<file path="src/rtl/smbb_pkg.sv">
package smbb_pkg;
    localparam logic [2:0] RA_STAT = 3'd0;
    localparam logic [2:0] RA_CTRL = 3'd1;
    localparam logic [2:0] RA_ADDR = 3'd2;
    localparam logic [2:0] RA_CMD  = 3'd3;
    localparam logic [2:0] RA_LEN  = 3'd4;
    localparam logic [2:0] RA_DAT1 = 3'd5;
    localparam logic [2:0] RA_BLK  = 3'd6;
    localparam logic [2:0] RA_AUX  = 3'd7;

    localparam int SB_BYTE_DONE = 7;
    localparam int SB_LEN_ERR   = 2;
    localparam int SB_DONE      = 1;
    localparam int CB_GO        = 6;
    localparam int KB_I2C       = 1;
    localparam int KB_LAST      = 3;
    localparam int AB_BUF       = 1;
    localparam int AB_CRC       = 0;

    typedef enum logic [2:0] {
        ST_IDLE,
        ST_TXLEN,
        ST_TXDAT,
        ST_RXLEN,
        ST_RXDAT,
        ST_HSHAKE,
        ST_STOP
    } seq_state_t;
endpackage

</file>
<file path="src/rtl/smbb_buf.sv">
module smbb_buf #(
    parameter int DEPTH = 32,
    parameter int DW    = 8,
    localparam int IW   = $clog2(DEPTH)
) (
    input  logic          clk,
    input  logic          rst_n,
    input  logic          sw_wr,
    input  logic          sw_rd,
    input  logic          sw_clr,
    input  logic [DW-1:0] sw_wdata,
    output logic [DW-1:0] sw_rdata,
    input  logic          hw_we,
    input  logic [IW-1:0] hw_addr,
    input  logic [DW-1:0] hw_wdata,
    output logic [DW-1:0] hw_rdata
);
    logic [DW-1:0] mem [DEPTH];
    logic [IW-1:0] idx;

    always_ff @(posedge clk or negedge rst_n) begin
        if (!rst_n) begin
            idx <= '0;
        end else if (sw_clr) begin
            idx <= '0;
        end else if (sw_wr || sw_rd) begin
            idx <= (idx == IW'(DEPTH - 1)) ? '0 : idx + 1'b1;
        end
    end

    always_ff @(posedge clk or negedge rst_n) begin
        if (!rst_n) begin
            for (int i = 0; i < DEPTH; i++) mem[i] <= '0;
        end else if (hw_we) begin
            mem[hw_addr] <= hw_wdata;
        end else if (sw_wr) begin
            mem[idx] <= sw_wdata;
        end
    end

    assign sw_rdata = mem[idx];
    assign hw_rdata = mem[hw_addr];

    // a port write lands in the entry the index pointed at
    a_r3_port_store: assert property (@(posedge clk) disable iff (!rst_n)
        (sw_wr && !hw_we) |=> (mem[$past(idx)] == $past(sw_wdata)));
endmodule

</file>
<file path="src/rtl/smbb_seq.sv">
module smbb_seq
    import smbb_pkg::*;
#(
    parameter int DEPTH = 32,
    localparam int CW   = $clog2(DEPTH + 1),
    localparam int IW   = $clog2(DEPTH)
) (
    input  logic          clk,
    input  logic          rst_n,
    input  logic          go,
    input  logic          rd_dir,
    input  logic          i2c,
    input  logic          buf_mode,
    input  logic          last_kind,
    input  logic [7:0]    len,
    input  logic          tx_ready,
    input  logic          rx_valid,
    input  logic [7:0]    rx_data,
    input  logic          byte_ack,
    input  logic          stop_done,
    output logic          busy,
    output logic          start_pulse,
    output logic          tx_valid,
    output logic          tx_len_sel,
    output logic          use_buf,
    output logic          rx_ready,
    output logic          rx_nack,
    output logic [IW-1:0] buf_addr,
    output logic          buf_we,
    output logic          hold_we,
    output logic          len_we,
    output logic          bd_set,
    output logic          done_set,
    output logic          err_set,
    output logic          stop_req
);
    seq_state_t st, st_n;
    logic [CW-1:0] cnt, cnt_n;
    logic          was_last, was_last_n;
    logic          err_pend, err_pend_n;
    logic          dir_q, dir_n;
    logic          bufm_q, bufm_n;

    logic [8:0] cnt9, cnt_inc, len9;
    logic       len_bad, nack_now;

    assign cnt9     = 9'(cnt);
    assign cnt_inc  = cnt9 + 9'd1;
    assign len9     = {1'b0, len};
    assign len_bad  = (rx_data == 8'd0) || ({1'b0, rx_data} > 9'(DEPTH));
    assign nack_now = bufm_q ? (cnt_inc >= len9) : last_kind;

    always_comb begin
        st_n       = st;
        cnt_n      = cnt;
        was_last_n = was_last;
        err_pend_n = err_pend;
        dir_n      = dir_q;
        bufm_n     = bufm_q;
        unique case (st)
            ST_IDLE: begin
                if (go) begin
                    cnt_n      = '0;
                    was_last_n = 1'b0;
                    err_pend_n = 1'b0;
                    dir_n      = rd_dir;
                    bufm_n     = buf_mode;
                    if (rd_dir) st_n = i2c ? ST_RXDAT : ST_RXLEN;
                    else        st_n = i2c ? ST_TXDAT : ST_TXLEN;
                end
            end
            ST_TXLEN: begin
                if (tx_ready) st_n = ST_TXDAT;
            end
            ST_TXDAT: begin
                if (tx_ready) begin
                    cnt_n = cnt + 1'b1;
                    if (!bufm_q)              st_n = ST_HSHAKE;
                    else if (cnt_inc >= len9) st_n = ST_STOP;
                end
            end
            ST_RXLEN: begin
                if (rx_valid) begin
                    if (len_bad) begin
                        err_pend_n = 1'b1;
                        st_n       = ST_STOP;
                    end else begin
                        st_n = ST_RXDAT;
                    end
                end
            end
            ST_RXDAT: begin
                if (rx_valid) begin
                    cnt_n      = cnt + 1'b1;
                    was_last_n = nack_now;
                    if (!bufm_q)       st_n = ST_HSHAKE;
                    else if (nack_now) st_n = ST_STOP;
                end
            end
            ST_HSHAKE: begin
                if (byte_ack) begin
                    if (dir_q) st_n = was_last ? ST_STOP : ST_RXDAT;
                    else       st_n = (cnt9 >= len9) ? ST_STOP : ST_TXDAT;
                end
            end
            ST_STOP: begin
                if (stop_done) st_n = ST_IDLE;
            end
            default: st_n = ST_IDLE;
        endcase
    end

    always_ff @(posedge clk or negedge rst_n) begin
        if (!rst_n) begin
            st       <= ST_IDLE;
            cnt      <= '0;
            was_last <= 1'b0;
            err_pend <= 1'b0;
            dir_q    <= 1'b0;
            bufm_q   <= 1'b0;
        end else begin
            st       <= st_n;
            cnt      <= cnt_n;
            was_last <= was_last_n;
            err_pend <= err_pend_n;
            dir_q    <= dir_n;
            bufm_q   <= bufm_n;
        end
    end

    always_comb begin
        busy        = (st != ST_IDLE);
        start_pulse = (st == ST_IDLE) && go;
        tx_valid    = (st == ST_TXLEN) || (st == ST_TXDAT);
        tx_len_sel  = (st == ST_TXLEN);
        use_buf     = bufm_q;
        rx_ready    = (st == ST_RXLEN) || (st == ST_RXDAT);
        rx_nack     = (st == ST_RXDAT) && nack_now;
        buf_addr    = cnt[IW-1:0];
        len_we      = (st == ST_RXLEN) && rx_valid && !len_bad;
        err_set     = (st == ST_RXLEN) && rx_valid && len_bad;
        buf_we      = (st == ST_RXDAT) && rx_valid && bufm_q;
        hold_we     = (st == ST_RXDAT) && rx_valid && !bufm_q;
        bd_set      = !bufm_q && (((st == ST_TXDAT) && tx_ready) ||
                                  ((st == ST_RXDAT) && rx_valid));
        done_set    = (st == ST_STOP) && stop_done && !err_pend;
        stop_req    = (st == ST_STOP);
    end

    // a bad length byte sends the sequencer straight to STOP
    a_r8_bad_len_stops: assert property (@(posedge clk) disable iff (!rst_n)
        (st == ST_RXLEN && rx_valid && len_bad) |=> (st == ST_STOP && !rx_ready));

    // the block never offers and takes a byte at the same time
    a_r5_dir_exclusive: assert property (@(posedge clk) disable iff (!rst_n)
        !(tx_valid && rx_ready));

    // NACK is only signalled while a data byte can be taken
    a_r7_nack_in_rx: assert property (@(posedge clk) disable iff (!rst_n)
        rx_nack |-> (rx_ready && !tx_valid));
endmodule

</file>
<file path="src/rtl/smbb_host.sv">
module smbb_host
    import smbb_pkg::*;
#(
    parameter int DEPTH = 32,
    localparam int IW   = $clog2(DEPTH)
) (
    input  logic       clk,
    input  logic       rst_n,
    input  logic [2:0] reg_addr,
    input  logic       reg_wr,
    input  logic       reg_rd,
    input  logic [7:0] reg_wdata,
    output logic [7:0] reg_rdata,
    output logic       crc_en,
    output logic       eng_start,
    output logic [7:0] eng_addr_byte,
    output logic [7:0] eng_cmd_byte,
    output logic       eng_rd,
    output logic       eng_i2c,
    output logic       eng_tx_valid,
    output logic [7:0] eng_tx_data,
    input  logic       eng_tx_ready,
    input  logic       eng_rx_valid,
    input  logic [7:0] eng_rx_data,
    output logic       eng_rx_ready,
    output logic       eng_rx_nack,
    output logic       eng_stop,
    input  logic       eng_stop_done
);
    logic [3:0] kind_q;
    logic [7:0] addr_q, cmd_q, len_q, dat1_q, hold_q;
    logic       aux_buf, aux_crc;
    logic       bd_q, dn_q, er_q;

    logic stat_wr, ctrl_wr, blk_wr, blk_rd, ctrl_rd;
    logic go, byte_ack;
    logic [3:0] kind_in;

    logic          busy, tx_len_sel, use_buf, buf_we, hold_we, len_we;
    logic          bd_set, done_set, err_set;
    logic [IW-1:0] buf_addr;
    logic [7:0]    sw_rdata, hw_rdata;

    assign stat_wr  = reg_wr && (reg_addr == RA_STAT);
    assign ctrl_wr  = reg_wr && (reg_addr == RA_CTRL);
    assign blk_wr   = reg_wr && (reg_addr == RA_BLK);
    assign blk_rd   = reg_rd && (reg_addr == RA_BLK);
    assign ctrl_rd  = reg_rd && (reg_addr == RA_CTRL);
    assign go       = ctrl_wr && reg_wdata[CB_GO];
    assign kind_in  = ctrl_wr ? reg_wdata[5:2] : kind_q;
    assign byte_ack = stat_wr && reg_wdata[SB_BYTE_DONE] && bd_q;

    always_ff @(posedge clk or negedge rst_n) begin
        if (!rst_n) begin
            kind_q  <= '0;
            addr_q  <= '0;
            cmd_q   <= '0;
            len_q   <= '0;
            dat1_q  <= '0;
            hold_q  <= '0;
            aux_buf <= 1'b0;
            aux_crc <= 1'b0;
        end else begin
            if (ctrl_wr) kind_q <= reg_wdata[5:2];
            if (reg_wr && reg_addr == RA_ADDR) addr_q <= reg_wdata;
            if (reg_wr && reg_addr == RA_CMD)  cmd_q  <= reg_wdata;
            if (reg_wr && reg_addr == RA_DAT1) dat1_q <= reg_wdata;
            if (reg_wr && reg_addr == RA_AUX) begin
                aux_buf <= reg_wdata[AB_BUF];
                aux_crc <= reg_wdata[AB_CRC];
            end
            if (len_we)                          len_q <= eng_rx_data;
            else if (reg_wr && reg_addr == RA_LEN) len_q <= reg_wdata;
            if (hold_we)                  hold_q <= eng_rx_data;
            else if (blk_wr && !aux_buf)  hold_q <= reg_wdata;
        end
    end

    always_ff @(posedge clk or negedge rst_n) begin
        if (!rst_n) begin
            bd_q <= 1'b0;
            dn_q <= 1'b0;
            er_q <= 1'b0;
        end else begin
            if (bd_set)                                  bd_q <= 1'b1;
            else if (stat_wr && reg_wdata[SB_BYTE_DONE]) bd_q <= 1'b0;
            if (done_set)                                dn_q <= 1'b1;
            else if (stat_wr && reg_wdata[SB_DONE])      dn_q <= 1'b0;
            if (err_set)                                 er_q <= 1'b1;
            else if (stat_wr && reg_wdata[SB_LEN_ERR])   er_q <= 1'b0;
        end
    end

    smbb_buf #(.DEPTH(DEPTH), .DW(8)) u_buf (
        .clk      (clk),
        .rst_n    (rst_n),
        .sw_wr    (blk_wr && aux_buf),
        .sw_rd    (blk_rd && aux_buf),
        .sw_clr   (ctrl_rd),
        .sw_wdata (reg_wdata),
        .sw_rdata (sw_rdata),
        .hw_we    (buf_we),
        .hw_addr  (buf_addr),
        .hw_wdata (eng_rx_data),
        .hw_rdata (hw_rdata)
    );

    smbb_seq #(.DEPTH(DEPTH)) u_seq (
        .clk         (clk),
        .rst_n       (rst_n),
        .go          (go),
        .rd_dir      (addr_q[0]),
        .i2c         (kind_in[KB_I2C]),
        .buf_mode    (aux_buf),
        .last_kind   (kind_q[KB_LAST]),
        .len         (len_q),
        .tx_ready    (eng_tx_ready),
        .rx_valid    (eng_rx_valid),
        .rx_data     (eng_rx_data),
        .byte_ack    (byte_ack),
        .stop_done   (eng_stop_done),
        .busy        (busy),
        .start_pulse (eng_start),
        .tx_valid    (eng_tx_valid),
        .tx_len_sel  (tx_len_sel),
        .use_buf     (use_buf),
        .rx_ready    (eng_rx_ready),
        .rx_nack     (eng_rx_nack),
        .buf_addr    (buf_addr),
        .buf_we      (buf_we),
        .hold_we     (hold_we),
        .len_we      (len_we),
        .bd_set      (bd_set),
        .done_set    (done_set),
        .err_set     (err_set),
        .stop_req    (eng_stop)
    );

    assign crc_en        = aux_crc;
    assign eng_i2c       = kind_q[KB_I2C];
    assign eng_rd        = addr_q[0];
    assign eng_addr_byte = (kind_q[KB_I2C] && addr_q[0]) ? {addr_q[7:1], 1'b0} : addr_q;
    assign eng_cmd_byte  = (kind_q[KB_I2C] && addr_q[0]) ? dat1_q : cmd_q;
    assign eng_tx_data   = tx_len_sel ? len_q : (use_buf ? hw_rdata : hold_q);

    always_comb begin
        case (reg_addr)
            RA_STAT: reg_rdata = {bd_q, 4'b0000, er_q, dn_q, busy};
            RA_CTRL: reg_rdata = {2'b00, kind_q, 2'b00};
            RA_ADDR: reg_rdata = addr_q;
            RA_CMD:  reg_rdata = cmd_q;
            RA_LEN:  reg_rdata = len_q;
            RA_DAT1: reg_rdata = dat1_q;
            RA_BLK:  reg_rdata = aux_buf ? sw_rdata : hold_q;
            default: reg_rdata = {6'b000000, aux_buf, aux_crc};
        endcase
    end

    // done only rises on the cycle the engine reports its STOP
    a_r9_done_after_stop: assert property (@(posedge clk) disable iff (!rst_n)
        $rose(dn_q) |-> $past(eng_stop_done));

    // a pending byte-done flag holds the serial side still
    a_r6_hold_while_pending: assert property (@(posedge clk) disable iff (!rst_n)
        (bd_q && !byte_ack) |=> (!eng_tx_valid && !eng_rx_ready));
endmodule

</file>
<file path="config.mk">
export PLATFORM = sky130hd
export DESIGN_NAME = smbb_host
export DESIGN_NICKNAME = d
export VERILOG_FILES = /design/src/rtl/smbb_pkg.sv /design/src/rtl/smbb_buf.sv /design/src/rtl/smbb_seq.sv /design/src/rtl/smbb_host.sv
export SDC_FILE = /design/constraint.sdc
export NUM_CORES = 1
export LEC_CHECK = 0
export CORE_MARGIN = 4
export CORE_UTILIZATION = 35
export DETAILED_ROUTE_END_ITERATION = 8
export DONT_BUFFER_PORTS = 1
export GPL_TIMING_DRIVEN = 0
export SLEW_MARGIN = 20
export SYNTH_ARGS = -nofsm -noshare
export SYNTH_HDL_FRONTEND = slang
export SYNTH_SLANG_ARGS = --single-unit
</file>
<file path="constraint.sdc">
create_clock -name clk -period 4.3 [get_ports clk]
set_clock_uncertainty 0.2 [all_clocks]
set_input_delay 0.215 -clock clk [delete_from_list [all_inputs] [get_ports clk]]
set_output_delay 0.215 -clock clk [all_outputs]
set_load 0.1 [all_outputs]
</file>
# --- After elaboration in Yosys (flattened, before gate mapping) ---
# Index checks and enable logic that the tools add are counted.
classes:
  add_sub_neg: 3
  n_lt_le_gt_ge: 7
  n_eq_ne: 24
  muxes: 64
  n_bitwise: 2
  n_reduce_logical: 61
op_table:
  columns: ["op", "n"]
  rows:
  - ["bitwise mux 256 bit", 2]
  - ["two-way mux 256 bit", 2]
  - ["two-way mux 8 bit", 14]
  - ["binary-select mux 8 bit (select 5 bit)", 2]
  - ["demux 8 bit (select 5 bit)", 2]
  - ["case mux 8 bit (7 select lines)", 1]
  - ["two-way mux 3 bit", 15]
  - ["logical AND 1 bit", 33]
  - ["== test 3 bit, second input constant", 7]
  - ["case mux 3 bit (7 select lines)", 1]
  - ["two-way mux 6 bit", 3]
  - ["case mux 6 bit (3 select lines)", 1]
  - ["nonzero test 2 bit", 9]
  - ["two-way mux 5 bit", 3]
  - ["== test 3 x 2 -> 1 bit, second input constant", 4]
  - [">= comparator 6 bit, second input constant", 2]
  - ["< comparator 6 x 1 -> 1 bit, second input constant", 2]
  - ["two-way mux 1 bit", 12]
  - ["inverter 5 -> 6 bit", 2]
  - ["!= test 2 bit, second input constant", 5]
  - [">= comparator 9 x 8 -> 1 bit", 1]
  - ["AND reduction 9 bit", 1]
  - [">= comparator 6 x 8 -> 1 bit", 1]
  - ["greater-than comparator 8 x 6 -> 1 bit, second input constant", 1]
  - ["17 further kinds", 35]
word_totals:
  reg_bits: 323
  in_bits: 26
  output_inout_bits: 40
  word_cells: 212

# --- Depth between registers and ports, before layout ---
depth:
  ltp_word: 8
  depth_mapped: 13
  depth_no_buf: 10

# --- Cells and area by module ---
# Synthesis repeated with hierarchy kept, for this count alone.
unflattened:
  hier_cells: 2291
  area_unflattened_um2: 21710.8
modules_own_cells:
  columns: ["mod", "n_inst", "cells_per_inst", "area_each_um2", "seq_area_each_um2"]
  rows:
  - ["smbb_buf", 1, 1876, 17576.9, 6531.3]
  - ["smbb_host", 1, 265, 2855.2, 1226.2]
  - ["smbb_seq", 1, 150, 1278.7, 325.3]

# --- Worst setup path before layout ---
# Ideal clock, no wire load.
synth_path:
  path_kind: "register to output"
  from: "register u_seq.cnt[0]"
  to: "output eng_tx_data[4]"
  arrival_time_ns: 6.060
  t_required_ns: 3.885
  setup_slack_ns: -2.175
  path_stages_with_launch: 9
  n_path_buf: 3
  path_cell_list: "dfrtp_1 -> buf_2 -> buf_6 -> buf_4 -> mux4_2 -> o22ai_1 -> nor2_1 -> nor2_1 -> a2111oi_0"
synth_via:
  elab_chain_cells: 6
synth_rtl:
  columns: ["item", "line", "rtl"]
  rows:
  - ["start: declaration", "smbb_seq.sv:38", "logic [CW-1:0] cnt, cnt_n;"]
  - ["start signal: assignment", "smbb_seq.sv:123", "cnt <= cnt_n;"]
  - ["inverter 5 -> 6 bit (not written as such)", "smbb_buf.sv:42", "assign hw_rdata = mem[hw_addr];"]
  - ["binary-select mux 8 bit (select 5 bit)", "smbb_buf.sv:42", null]
  - ["two-way mux 8 bit (not written as such) (2 in series)", "smbb_buf.sv:42", null]
  - ["two-way mux 8 bit (2 in series)", "smbb_host.sv:144", "assign eng_tx_data = tx_len_sel ? len_q : (use_buf ? hw_rdata : hold_q);"]
  - ["end: declaration", "smbb_host.sv:21", "output logic [7:0] eng_tx_data,"]
# Every way passes these cells. The select of a mux whose other input is x is not followed.

# --- Final worst setup path ---
layout_path:
  from: "register u_buf.idx[0]"
  to: "output reg_rdata[6]"
layout_via:
  elab_chain_cells: 6
layout_rtl:
  columns: ["item", "line", "rtl"]
  rows:
  - ["start: declaration", "smbb_buf.sv:19", "logic [IW-1:0] idx;"]
  - ["start signal: assignment", "smbb_buf.sv:27", "idx <= (idx == IW'(DEPTH - 1)) ? '0 : idx + 1'b1;"]
  - ["inverter 5 -> 6 bit (not written as such)", "smbb_buf.sv:41", "assign sw_rdata = mem[idx];"]
  - ["binary-select mux 8 bit (select 5 bit)", "smbb_buf.sv:41", null]
  - ["two-way mux 8 bit (not written as such) (2 in series)", "smbb_buf.sv:41", null]
  - ["two-way mux 8 bit", "smbb_host.sv:154", "RA_BLK: reg_rdata = aux_buf ? sw_rdata : hold_q;"]
  - ["case mux 8 bit (7 select lines)", "smbb_host.sv:147", "case (reg_addr)"]
  - ["end: declaration", "smbb_host.sv:13", "output logic [7:0] reg_rdata,"]
# Every way passes these cells. The select of a mux whose other input is x is not followed.

==> run_results.csv <==
group,metric,value,unit
run_status,outcome,"finished, violations left",
run_status,failed_checks,"negative hold slack, negative setup slack",
yosys,synth_top_cell_area_share,37.9,%
drt,drt.antenna.violating_nets,0,
critical_path,critical_path_required,3.88,ns
worst_hold_path,timing.hold.worst.class,"in2async",
flow_run,maxCapViolCount,0,
clocking,ctsHtreeMaxLevel,2,
power,max-vdd-ir-drop,0.498,mV
layout,area_growth_syn_to_layout,14.7,%
yosys,synth.top_cells.by_area,"dfrtp_1, mux4_2, a22oi_1",
placed_design,place.gp.congestion,1.09,
yosys,synth_commonest_cells,"dfrtp_1, nor2_1, a21oi_1, a22oi_1, mux4_2",
floorplan,rows,90,
drt,wl_per_cell,37.5,um
yosys,synthDominantAreaCellType,"dfrtp_1",
drt,initialDrtViolationCount,3082,
grt,maximum_number_of_pins_on_one_net_before_global_route_repair,324,
drt,wire_length_the_detailed_router_placed_on_met1,43.7,mm
timing,rsz_0062_raised_after_global_routing,"yes",
yosys,postSynth.asyncResetShare,100,%
critical_path,timing.critical_path.cells,"buf_6, buf_12, buf_4, mux4_2, nand2_1, o2111ai_2, nor4_2, o21ai_4",
grt,grt_pass1_wl,155,mm
floorplan,die_w,255,um
yosys,synth-seq-area-share,37.9,%
floorplan,floorplan.initialDensity,35.3,%
critical_path,timing.critical_path.arrival,3.94,ns
timing,fmax,230,MHz
layout,finish.utilization,40.5,%
critical_path,setup.worst_path.start_class,"flop",
yosys,synth.cell_area,0.0213,mm2
floorplan,ioPinCount,66,
drt,routed-wl-met2,48.3,mm
layout,layout.nets,2234,
clocking,clk_transition_reported_paths,0.06,ns
drt,num_vias,20600,
yosys,ys_seq_elements,323,
clocking,tritoncts_clock_tree,"done",
placed_design,port_buffers,0,
timing,fin_worst_hold_slack,-0.839,ns
layout,final.fill_count,5906,
floorplan,dieArea,0.0650,mm2
critical_path,critical_path.endpoint_type,"primary output",
clocking,cts.path.max_buffers,3,
drt,top_layer,"met5",
yosys,synth_cells,2124,
timing,period_needed,4.36,ns
critical_path,path_class,"reg2out",
critical_path,cp_slowest_stage_delay,0.76,ns
timing,final-setup-viol-count,28,
power,power_density,543,mW/mm2
drt,post_detailed_routing_wire_length,112,mm
layout,layout.cell_area.non_filler,0.0245,mm2
clocking,clk_root_buffer_cell,"clkbuf_16",
critical_path,path_max_fanout,10,
yosys,postSynthNetCount,2173,
layout,final_layout_size_suffix_gt1_share,24.2,%
critical_path,worst_path_max_delay_cell,"nor4_2",
drt,drt_first_pass_iters,7,
clocking,cts_hold_buf,11,
grt,grt_pass1_vias,19800,
power,finalPower,13.3,mW
drt,remaining_drc_errors,0,
grt,global_route.overflow_total,0,
placed_design,placement.setup.worst_slack,-0.729,ns
grt,grt_util_all_layers,34.0,%
placed_design,estimated_wirelength_of_the_detail_placed_design,82.7,mm
timing,finalWorstSetupSlack,-0.0550,ns
power,cellLeakagePower,9.60,nW
clocking,total_cts_buffers,43,
yosys,ys_warn_count,0,
timing,timing_worst_slew_pin_value,1.44,ns
yosys,synth_cell_types,86,
yosys,post_synth.cell_area_avg,10.0,um2
yosys,dominantRegCellSynth,"dfrtp_1",
placed_design,placed_cells_incl_taps,2909,
layout,finalNonFillerCells,3003,
timing,layout_worst_path_cycle_share,101,%
floorplan,area_of_the_core,0.0604,mm2
floorplan,floorplan.die.height,255,um
grt,initial_antenna_violation_count,11,
timing,timing.final.hold_violations,323,
clocking,clock_latency_of_the_later_clocked_register_in_the_worst_skew_pair,0.58,ns
placed_design,post_dp_area,0.0225,mm2
timing,timing.final.max_slew_violations,0,
yosys,synth_most_common_cell,"dfrtp_1",
timing,summed_negative_setup_slack_over_all_endpoints,-0.599,ns
drt,dr_wl_met3,12.5,mm
clocking,clock_sink_count,323,
yosys,synth-edff-count,0,
drt,avgViaCountPerCell,6.87,
timing,relative_slew_slack,4.17,%
final timing paths:
check                               start              to  slack [ns]  cells past startpoint
min                                 rst_n          crc_en       -0.84                      0
min in group clk           eng_rx_data[6]     u_seq.st[1]        0.03                      4
max                          u_buf.idx[0]    reg_rdata[6]       -0.06                      8
min reg2reg                     kind_q[0]       kind_q[0]        0.31                      1
max in group asynchronous           rst_n  u_buf.mem[150]        3.61                      0
max reg2reg                  u_seq.cnt[0]   u_buf.mem[94]       -0.06                     11
power breakdown:
| group | switching [mW] | internal (mW) |
|---|---|---|
| Sequential | 0.491 | 3.32 |
| Combinational | 4.01 | 1.68 |
| Clock | 1.49 | 2.31 |
| Total | 5.99 | 7.31 |
layer usage:
metal | GRT usage [%] | up-vias
met5 | 0 | -
met4 | 19.3 | 10
met3 | 7.73 | 362
met2 | 51.1 | 1555
met1 | 45.4 | 10500
li1 | - | 8257
cell families after synthesis:
family / after synthesis / synth area share [%]
AOI/OAI and AO/OA: 709 / 21.8
DFF: 323 / 37.9
buffers and inverters: 242 / 5.44
muxes: 261 / 19.9
and+or+nand+nor: 562 / 13.4
adders and majority gates: 23 / 1.35
xor gates and xnor gates: 4 / 0.164
state kept, by name (all words and copies together) (netlist names), 3 cells and up:
signal / flops
cmd_q: 8
addr_q: 8
u_buf.mem: 256
hold_q: 8
kind_q: 4
u_seq.cnt: 6
u_seq.st: 3
dat1_q: 8
len_q: 8
u_buf.idx: 5
timing repair:
action	4_1_cts	5_1_grt
gates resized for setup	69	17
setup endpoints to repair	163	16
pin swaps	4	5
hold endpoints to repair	365	323
setup buffers	0	4
worst max-delay path: cells and delay by family, from the launching register on:
kind	cells	cell delay, ns
AO/OA/AOI/OAI	2	0.60
buffers and inverters	3	0.86
flip-flops	1	0.39
multiplexers	1	0.57
AND/OR/NAND/NOR	2	0.90
layout by cell type (no fill, tap or decap), types with 18 or more instances in the layout:
master,n
o21ai_0,52
buf_4,32
o22ai_1,45
mux2i_1,39
mux2_2,100
a21oi_1,242
clkbuf_16,45
clkbuf_1,85
nand4_1,31
a21oi_2,27
mux4_2,115
dfrtp_1,322
a22oi_1,239
buf_2,96
nor2_1,273
ha_1,23
nand2_1,76
nand3_1,18
and3_1,19
final cells by class:
class	count	area (um2)	share of cell area, %
multi-input combinational	1559	12400	50.8
inverter	16	60.1	0.245
buffer	224	1230	5.03
tap	782	978	4.00
sequential	323	8080	33.0
antenna	2	5.00	0.0205
clock inverter	16	196	0.803
clock buffer	63	1280	5.25
timing repair buffer	18	203	0.829
Power figures use the tool's default switching activity.
